==> src/rtl/cal_seq_pkg.sv <==
package cal_seq_pkg;
    typedef enum logic [1:0] {
        ST_SETTLE = 2'd0,
        ST_ZERO   = 2'd1,
        ST_FULL   = 2'd2,
        ST_RUN    = 2'd3
    } seq_state_t;

    localparam logic [2:0] MODE_CONV    = 3'b000;
    localparam logic [2:0] MODE_SELFCAL = 3'b001;

    localparam logic [1:0] SEL_INPUT = 2'b00;
    localparam logic [1:0] SEL_SHORT = 2'b01;
    localparam logic [1:0] SEL_REF   = 2'b10;
endpackage

==> src/rtl/cal_strobe_ctr.sv <==
module cal_strobe_ctr #(
    parameter int SETTLE_N = 3
) (
    input  logic clk,
    input  logic rst_n,
    input  logic clear,
    input  logic strobe,
    output logic last
);
    localparam int CNT_W = (SETTLE_N > 1) ? $clog2(SETTLE_N) : 1;
    localparam logic [CNT_W-1:0] LAST_CNT = CNT_W'(SETTLE_N - 1);

    logic [CNT_W-1:0] cnt_q;

    assign last = strobe && (cnt_q == LAST_CNT);

    always_ff @(posedge clk) begin
        if (!rst_n)      cnt_q <= '0;
        else if (clear)  cnt_q <= '0;
        else if (last)   cnt_q <= '0;
        else if (strobe) cnt_q <= cnt_q + 1'b1;
    end

    // the settling count never passes the last settling strobe
    a_r11_cnt_range: assert property (@(posedge clk) disable iff (!rst_n)
        cnt_q <= LAST_CNT);

    // a clear always restarts the count from zero
    a_r8_clear_restarts: assert property (@(posedge clk) disable iff (!rst_n)
        clear |=> cnt_q == '0);
endmodule

==> src/rtl/cal_rdy_flag.sv <==
module cal_rdy_flag (
    input  logic clk,
    input  logic rst_n,
    input  logic arm,
    input  logic publish,
    input  logic host_rd,
    output logic rdy_n
);
    always_ff @(posedge clk) begin
        if (!rst_n)       rdy_n <= 1'b1;
        else if (arm)     rdy_n <= 1'b1;
        else if (publish) rdy_n <= 1'b0;
        else if (host_rd) rdy_n <= 1'b1;
    end

    // an accepted command raises the flag
    a_r5_arm_high: assert property (@(posedge clk) disable iff (!rst_n)
        arm |=> rdy_n);

    // the flag falls only with a publish
    a_r6_fall_on_publish: assert property (@(posedge clk) disable iff (!rst_n)
        $fell(rdy_n) |-> $past(publish));

    // a lone read releases the flag
    a_r9_read_release: assert property (@(posedge clk) disable iff (!rst_n)
        (host_rd && !arm && !publish) |=> rdy_n);
endmodule

==> src/rtl/cal_seq.sv <==
module cal_seq
    import cal_seq_pkg::*;
#(
    parameter int DATA_W   = 24,
    parameter int CHAN_W   = 3,
    parameter int SETTLE_N = 3
) (
    input  logic              clk,
    input  logic              rst_n,
    input  logic              mode_we,
    input  logic [2:0]        mode_wdata,
    input  logic [CHAN_W-1:0] chan_sel,
    input  logic              flt_valid,
    input  logic [DATA_W-1:0] flt_data,
    input  logic              data_rd,
    output logic [2:0]        mode_q,
    output logic [1:0]        in_sel,
    output logic [DATA_W-1:0] data_out,
    output logic              data_rdy_n,
    output logic              zs_we,
    output logic              fs_we,
    output logic [CHAN_W-1:0] coef_ch,
    output logic [DATA_W-1:0] coef_data
);
    seq_state_t state_q, state_d;

    logic cmd_cal, cmd_conv, cmd_ok, cmd_bad;
    logic ctr_strobe, phase_last, publish;

    assign cmd_cal  = mode_we && (mode_wdata == MODE_SELFCAL);
    assign cmd_conv = mode_we && (mode_wdata == MODE_CONV);
    assign cmd_ok   = cmd_cal || cmd_conv;
    assign cmd_bad  = mode_we && !cmd_ok;

    assign ctr_strobe = flt_valid && !cmd_ok && (state_q != ST_RUN);

    cal_strobe_ctr #(.SETTLE_N(SETTLE_N)) u_ctr (
        .clk    (clk),
        .rst_n  (rst_n),
        .clear  (cmd_ok),
        .strobe (ctr_strobe),
        .last   (phase_last)
    );

    // next-state logic
    always_comb begin
        state_d = state_q;
        if (cmd_cal) begin
            state_d = ST_ZERO;
        end else if (cmd_conv) begin
            state_d = ST_SETTLE;
        end else if (phase_last) begin
            unique case (state_q)
                ST_ZERO:   state_d = ST_FULL;
                ST_FULL:   state_d = ST_SETTLE;
                ST_SETTLE: state_d = ST_RUN;
                ST_RUN:    state_d = ST_RUN;
                default:   state_d = ST_SETTLE;
            endcase
        end
    end

    // state register
    always_ff @(posedge clk) begin
        if (!rst_n) state_q <= ST_SETTLE;
        else        state_q <= state_d;
    end

    // state-decoded outputs
    always_comb begin
        unique case (state_q)
            ST_ZERO: in_sel = SEL_SHORT;
            ST_FULL: in_sel = SEL_REF;
            default: in_sel = SEL_INPUT;
        endcase
        publish = flt_valid && !cmd_ok &&
                  ((state_q == ST_RUN) || ((state_q == ST_SETTLE) && phase_last));
    end

    // registered outputs
    always_ff @(posedge clk) begin
        if (!rst_n) begin
            mode_q    <= MODE_CONV;
            zs_we     <= 1'b0;
            fs_we     <= 1'b0;
            coef_ch   <= '0;
            coef_data <= '0;
            data_out  <= '0;
        end else begin
            zs_we <= !cmd_ok && (state_q == ST_ZERO) && phase_last;
            fs_we <= !cmd_ok && (state_q == ST_FULL) && phase_last;
            if (cmd_ok) begin
                mode_q  <= mode_wdata;
                coef_ch <= chan_sel;
            end else if ((state_q == ST_FULL) && phase_last) begin
                mode_q <= MODE_CONV;
            end
            if (!cmd_ok && phase_last &&
                ((state_q == ST_ZERO) || (state_q == ST_FULL)))
                coef_data <= flt_data;
            if (publish)
                data_out <= flt_data;
        end
    end

    cal_rdy_flag u_rdy (
        .clk     (clk),
        .rst_n   (rst_n),
        .arm     (cmd_ok),
        .publish (publish),
        .host_rd (data_rd),
        .rdy_n   (data_rdy_n)
    );

    // self-calibration command enters the shorted phase
    a_r1_cal_start: assert property (@(posedge clk) disable iff (!rst_n)
        cmd_cal |=> (mode_q == MODE_SELFCAL) && (in_sel == SEL_SHORT));

    // zero-scale word captured while the input was shorted
    a_r2_zs_from_short: assert property (@(posedge clk) disable iff (!rst_n)
        zs_we |-> $past(in_sel) == SEL_SHORT);

    // full-scale word captured while the reference was selected
    a_r3_fs_from_ref: assert property (@(posedge clk) disable iff (!rst_n)
        fs_we |-> $past(in_sel) == SEL_REF);

    // at most one coefficient write per cycle
    a_r3_one_coef_write: assert property (@(posedge clk) disable iff (!rst_n)
        $onehot0({zs_we, fs_we}));

    // mode field clears from calibration only with the full-scale write
    a_r4_mode_clear: assert property (@(posedge clk) disable iff (!rst_n)
        ($past(mode_q) == MODE_SELFCAL && mode_q == MODE_CONV) |-> (fs_we || $past(mode_we)));

    // refused codes change nothing
    a_r7_bad_ignored: assert property (@(posedge clk) disable iff (!rst_n)
        cmd_bad |=> $stable(mode_q) && $stable(in_sel));

    // a word is published in steady state on every strobe
    a_r10_run_publish: assert property (@(posedge clk) disable iff (!rst_n)
        (state_q == ST_RUN && flt_valid && !mode_we) |=> !data_rdy_n);
endmodule

==> config.mk <==
export PLATFORM = sky130hd
export DESIGN_NAME = cal_seq
export DESIGN_NICKNAME = d
export VERILOG_FILES = /design/src/rtl/cal_seq_pkg.sv /design/src/rtl/cal_strobe_ctr.sv /design/src/rtl/cal_rdy_flag.sv /design/src/rtl/cal_seq.sv
export SDC_FILE = /design/constraint.sdc
export NUM_CORES = 1
export LEC_CHECK = 0
export ABC_AREA = 0
export CAP_MARGIN = 25
export CORE_ASPECT_RATIO = 0.6
export CORE_UTILIZATION = 44
export CTS_CLUSTER_DIAMETER = 40
export DETAILED_ROUTE_END_ITERATION = 10
export GPL_TIMING_DRIVEN = 0
export PLACE_DENSITY = 0.76
export REMOVE_ABC_BUFFERS = 1
export SYNTH_ARGS = -nofsm -noshare
export SYNTH_HDL_FRONTEND = slang
export SYNTH_SLANG_ARGS = --single-unit
==> constraint.sdc <==
create_clock -name clk -period 1.67 [get_ports clk]
set_clock_uncertainty 0.05 [all_clocks]
set_input_delay 0.334 -clock clk [delete_from_list [all_inputs] [get_ports clk]]
set_output_delay 0.334 -clock clk [all_outputs]
set_load 0.005 [all_outputs]
# --- Word-level counts from Yosys, hierarchy flattened ---
# Cells that the tools add are included.
totals:
  inputBits: 35
  out_inout_bits: 59
  register_bits: 61
classes:
  n_eq_ne: 6
  reduce_logical: 27
  add_sub_neg: 1
  muxes: 9
  bitwise: 1
op_table:
  columns: ["op", "n"]
  rows:
  - ["1-bit logical AND", 14]
  - ["2-bit equality test, second input constant", 3]
  - ["3-bit two-way mux", 2]
  - ["2-bit case mux with 3 select lines", 1]
  - ["3-bit OR reduction", 2]
  - ["1-bit two-way mux", 5]
  - ["2-bit case mux with 2 select lines", 1]
  - ["2-bit nonzero test", 2]
  - ["2-bit OR reduction", 2]
  - ["3-bit by 1-bit equality test with 1-bit output, second input constant", 1]
  - ["3-bit logical NOT", 1]
  - ["1-bit logical OR", 3]
  - ["3-bit nonzero test", 1]
  - ["2-bit by 1-bit adder with 2-bit output, second input constant", 1]
  - ["2-bit by 1-bit equality test with 1-bit output, second input constant", 1]
  - ["2-bit logical NOT", 1]
  - ["2-bit inequality test, second input constant", 1]
  - ["1-bit logical NOT", 1]
  - ["1-bit NOT", 1]

# --- Longest topological paths before layout ---
logic_depth:
  ltp_word: 11
  ltp_mapped: 7

# --- By module ---
# From an unflattened synthesis, not the netlist that was laid out.
unflattened:
  cells_unflattened: 276
  hier_area_um2: 2514.9
by_module_without_submodules:
  columns: ["module", "instances", "area_each_um2", "seq_area_each_um2", "cells_per_inst"]
  rows:
  - ["cal_seq", 1, 2364.8, 1161.1, 260]
  - ["cal_strobe_ctr", 1, 108.9, 40.0, 12]
  - ["cal_rdy_flag", 1, 41.3, 20.0, 4]

# --- Worst setup path after synthesis ---
# OpenSTA, ideal clock, no wires.
synth_timing:
  kind: "register to register"
  from: "register state_q[0]"
  to: "register coef_data[6]"
  setup_ps: 120
  slack_ps: 138
  arrival_time_ps: 1362
  required_ps: 1500
  path_stages_with_launch: 8
  cell_sequence: "dfxtp_1 > inv_1 > ha_1 > and4b_1 > buf_2 > buf_2 > nand3_1 > a21boi_1"
synth_between:
  elab_chain_cells: 5
synth_rtl:
  columns: ["element", "line", "rtl"]
  rows:
  - ["start: declaration", "cal_seq.sv:25", "seq_state_t state_q, state_d;"]
  - ["start signal: assignment", "cal_seq.sv:66", "else state_q <= state_d;"]
  - ["2-bit inequality test", "cal_seq.sv:35", "assign ctr_strobe = flt_valid && !cmd_ok && (state_q != ST_RUN);"]
  - ["1-bit logical AND", "cal_seq.sv:35", null]
  - ["1-bit logical AND", "cal_strobe_ctr.sv:15", "assign last = strobe && (cnt_q == LAST_CNT);"]
  - ["1-bit logical AND", "cal_seq.sv:98", "if (!cmd_ok && phase_last &&"]
  - ["1-bit logical AND *", "cal_seq.sv:98", null]
  - ["end signal: assignment", "cal_seq.sv:100", "coef_data <= flt_data;"]
  - ["end: declaration", "cal_seq.sv:23", "output logic [DATA_W-1:0] coef_data"]
# Mark *: on every way between the ends. The rest lies on a longest branch, timed or not.
# A chain may end at the register's enable or synchronous reset.

# --- Final worst setup path ---
layout_timing:
  from: "input port mode_wdata[2]"
  to: "register data_out[16]"
layout_between:
  elab_chain_cells: 10
layout_rtl:
  columns: ["element", "line", "rtl"]
  rows:
  - ["start: declaration", "cal_seq.sv:11", "input logic [2:0] mode_wdata,"]
  - ["3-bit by 1-bit equality test with 1-bit output / 3-bit logical NOT (equally long branches)", "cal_seq.sv:30, cal_seq.sv:31", null]
  - ["1-bit logical AND (on tied branches)", "cal_seq.sv:30, cal_seq.sv:31", null]
  - ["1-bit logical OR *", "cal_seq.sv:32", "assign cmd_ok = cmd_cal || cmd_conv;"]
  - ["1-bit logical NOT *", "cal_seq.sv:35, cal_seq.sv:76", null]
  - ["1-bit logical AND *", "cal_seq.sv:35, cal_seq.sv:76", null]
  - ["1-bit logical AND", "cal_seq.sv:35", null]
  - ["1-bit logical AND", "cal_strobe_ctr.sv:15", null]
  - ["1-bit logical AND", "cal_seq.sv:77", "((state_q == ST_RUN) || ((state_q == ST_SETTLE) && phase_last));"]
  - ["1-bit logical OR", "cal_seq.sv:77", null]
  - ["1-bit logical AND *", "cal_seq.sv:76", "publish = flt_valid && !cmd_ok &&"]
  - ["end signal: assignment", "cal_seq.sv:102", "data_out <= flt_data;"]
  - ["end: declaration", "cal_seq.sv:18", "output logic [DATA_W-1:0] data_out,"]
# Marked as above.

==> impl_results.md <==
- Run status: completed
- Classification of the worst-slack hold path: in -> reg
- Number of fillers in the final layout: 457
- Flops & latches, synth: 61
- End point of the most critical hold path: data_out[21]$_SDFFE_PN0P_
- Share of synthesized registers carrying an async set or reset: 0
- CTS tree: done
- Warning count from the yosys run: 0
- Worst reg2reg path endpoint: data_out[16]$_SDFFE_PN0P_
- Placed cells: 433
- Starting density of the core: 0.4574
- Count of endpoints failing hold in the final timing report: 0
- Number of enable flip-flop cells after synthesis: 0
- H-tree depth: 3
- Cells after synthesis: 279
- Worst setup SP type: input pin
- Static Leak: 1.368 nW
- Ratio of routed vias to standard cells: 5.059
- Remaining routing DRC violations: 0
- Layout Nets: 418
- Number of antenna violations at the first check in global routing: 0
- Die extent in x: 100.5 µm
- ANT nets after route: 0
- Part of the Yosys area used for sequential elements: 0.4770
- Final cell count without fillers: 461
- Total detailed-routing wirelength: 6840 µm
- Clock transition time at the flip-flop clock pins of the worst setup and hold paths: 70 ps
- Cell accounting for the most synthesized area: dfxtp_1
- Ratio of cells with drive above 1 in the final layout: 0.1207
- Synthesized cell area: 2560 µm²
- Highest ir drop seen on vdd: 0.4539 mV
- Maximum fanout along the worst path: 18
- Final count of pins violating max slew: 0
- Number of sinks handled by clock tree synthesis: 61
- Leading cell type by number of instances after synthesis: dfxtp_1
- Vias in the first global route: 2121
- Register-to-Register Setup Slack: 90 ps
- Post-synthesis cell type count: 27
- Min Hold Slack: 340.2 ps
- Startpoint of the most critical hold path: rst_n
- Total Power: 2.871 mW
- Most instantiated flip-flop cell in the synthesis netlist: dfxtp_1
- Critical Setup Path Class: in -> reg
- Per-cell routed wire length: 14.84 µm
- Clock insertion delay at the later pin of the skew report: 340 ps
- Total GRT Usage: 0.2314
- First-pass GRT wire length: 10540 µm
- Headroom to the max-slew limit: 0.7947
- CP endpoint kind: register
- FF-to-FF Start: u_ctr.cnt_q[0]$_SDFFE_PP0N_
- Placeable Area: 5597 µm²
- Area added between synthesis and finish: 50.88%
- Max Freq: 612.8 MHz
- DP Wirelength: 4326 µm
- Die outline area: 6137 µm²
- TritonCTS Buffers: 9
- Most common library cells after synthesis: 61 x dfxtp_1, 55 x nand2_1, 26 x nand3_1, 26 x o21ai_0, 24 x mux2i_1
- Actual slew at the worst max-slew pin: 308.0 ps
- Post-synth top area share: 0.4770
- Hold depth: 3
- RSZ-0062 raised after global routing: yes
- Maximum buffer depth of the clock tree: 2
- IO Pins: 94
- I/O Buffers: 93
- Clk Tree Root Cell: clkbuf_8
- Number of placement rows: 21
- Mean post-synth cell area: 9.175 µm²
- Pwr/cell area: 743.2 nW/µm²
- Antenna cell count: 0
- Worst Reg-to-Reg Cells: 7
- Initial detailed-routing violation count: 89
- Largest cells by area after synthesis: dfxtp_1 48%, mux2i_1 9.4%, nand2_1 8.1%
- Overall via count from detail_route: 2332
- Portion of the clock cycle consumed by the worst path in the final layout: 0.9772
- Die height: 61.09 µm
- Drt first pass iters: 4
- Max-cap violations: 0
- Final period demand of the worst path: 1632 ps
- Final design utilization: 0.6901
- Largest net degree at the start of global routing: 64
- Data required time of the worst path: 1880 ps
- Last weighted congestion value of the routability-driven placer: 0.6782
- Data arrival time at the worst-slack endpoint: 1840 ps
- Global route total overflow: 0
- Count of final setup violators: 0
==> flip-flops by register name, summed over array words and instances, names as in the netlist <==
name	flops
data_out	24
fs_we	1
u_ctr.cnt_q	2
coef_data	24
mode_q	3
zs_we	1
u_rdy.rdy_n	1
coef_ch	3
state_q	2
==> cell usage in the layout (no fill, tap or decap), types with 3 or more instances in the layout <==
cell type        netlist  routed
a21boi_0               7       7
a21boi_1              20      20
a21oi_1                5       5
and3_1                 4       4
buf_4                  0       9
clkbuf_8               0       9
clkdlybuf4s50_1        0      90
clkinv_2               0       4
dfxtp_1               61      59
ha_1                   7       3
mux2i_1               24      24
nand2_1               55      55
nand3_1               26      26
o21ai_0               26      26
==> critical path, cell delays in order <==
cell,delay [ps]
clkdlybuf4s50_1,530
nor3b_4,70
buf_8,150
nor3b_4,200
buf_4,160
buf_16,150
mux2i_1,230
==> worst max path at each step <==
| stage | end | slack, ps | from |
|---|---|---|---|
| final | data_out[16]$_SDFFE_PN0P_ | 40 | mode_wdata[2] |
| after global routing | data_out[16]$_SDFFE_PN0P_ | -30 | mode_wdata[2] |
| after CTS | data_out[16]$_SDFFE_PN0P_ | 3 | state_q[0]$_SDFFE_PN0P_ |
| after detailed placement | coef_data[7]$_SDFFE_PN0P_ | -860 | flt_valid |
| after global placement | data_out[18]$_SDFFE_PN0P_ | -2010 | mode_we |
| after floorplan | data_out[0]$_SDFFE_PN0P_ | -800 | mode_we |
==> final cells by class <==
type                            count  area [µm²]  share of cell area
Timing Repair Buffer              108        1104              0.2857
Clock inverter                      5       27.53            0.007127
Clock buffer                       11       131.4             0.03401
Inverter                            3       11.26            0.002915
Multi-Input combinational cell    193        1260              0.3262
Tap cell                           80       100.1             0.02592
Sequential cell                    61        1229              0.3181
==> cells by family (layout without fill, tap and decap cells) <==
group	after synthesis	in the layout	synth area share
and+or+nand+nor	98	100	0.1833
DFF	61	61	0.4770
AOI/OAI and AO/OA	62	62	0.1530
buffers and inverters	27	127	0.05865
muxes	24	24	0.09384
adders and majority gates	7	7	0.03421
==> per-stage QoR <==
stage | setup TNS (ps) | cell area [µm²] | setup WS, ps
floorplan | -20940 | 2421 | -798.7
global placement | -95750 | 3452 | -2014
detailed placement | -38870 | 3561 | -859.3
CTS | 0 | 3814 | 2.855
global route | -28.45 | 3862 | -28.45
finish | 0 | 3862 | 38.10
==> layer usage <==
layer / track usage / vias up / wire length [µm]
met1: 0.3015 / 1076 / 3248
met5: 0 / - / 0
met2: 0.3464 / 93 / 2870
li1: - / 1152 / -
met3: 0.08740 / 11 / 627
met4: 0.1077 / 0 / 93
==> power by group <==
part | internal (mW) | switching (mW) | leakage [nW] | total (mW)
Sequential | 1.47 | 0.0123 | 0.494 | 1.48
Combinational | 0.164 | 0.126 | 0.792 | 0.290
Clock | 0.528 | 0.569 | 0.0829 | 1.10
==> what timing repair did <==
action                                  in CTS  in global routing
gates cloned                                 2                  0
pin swaps                                    3                  2
setup buffers                                8                  2
gates resized for setup                     13                  6
hold buffers                                 0                  0
endpoints found under the setup margin      62                 38
Note: power is estimated with default switching activity, not from simulation.
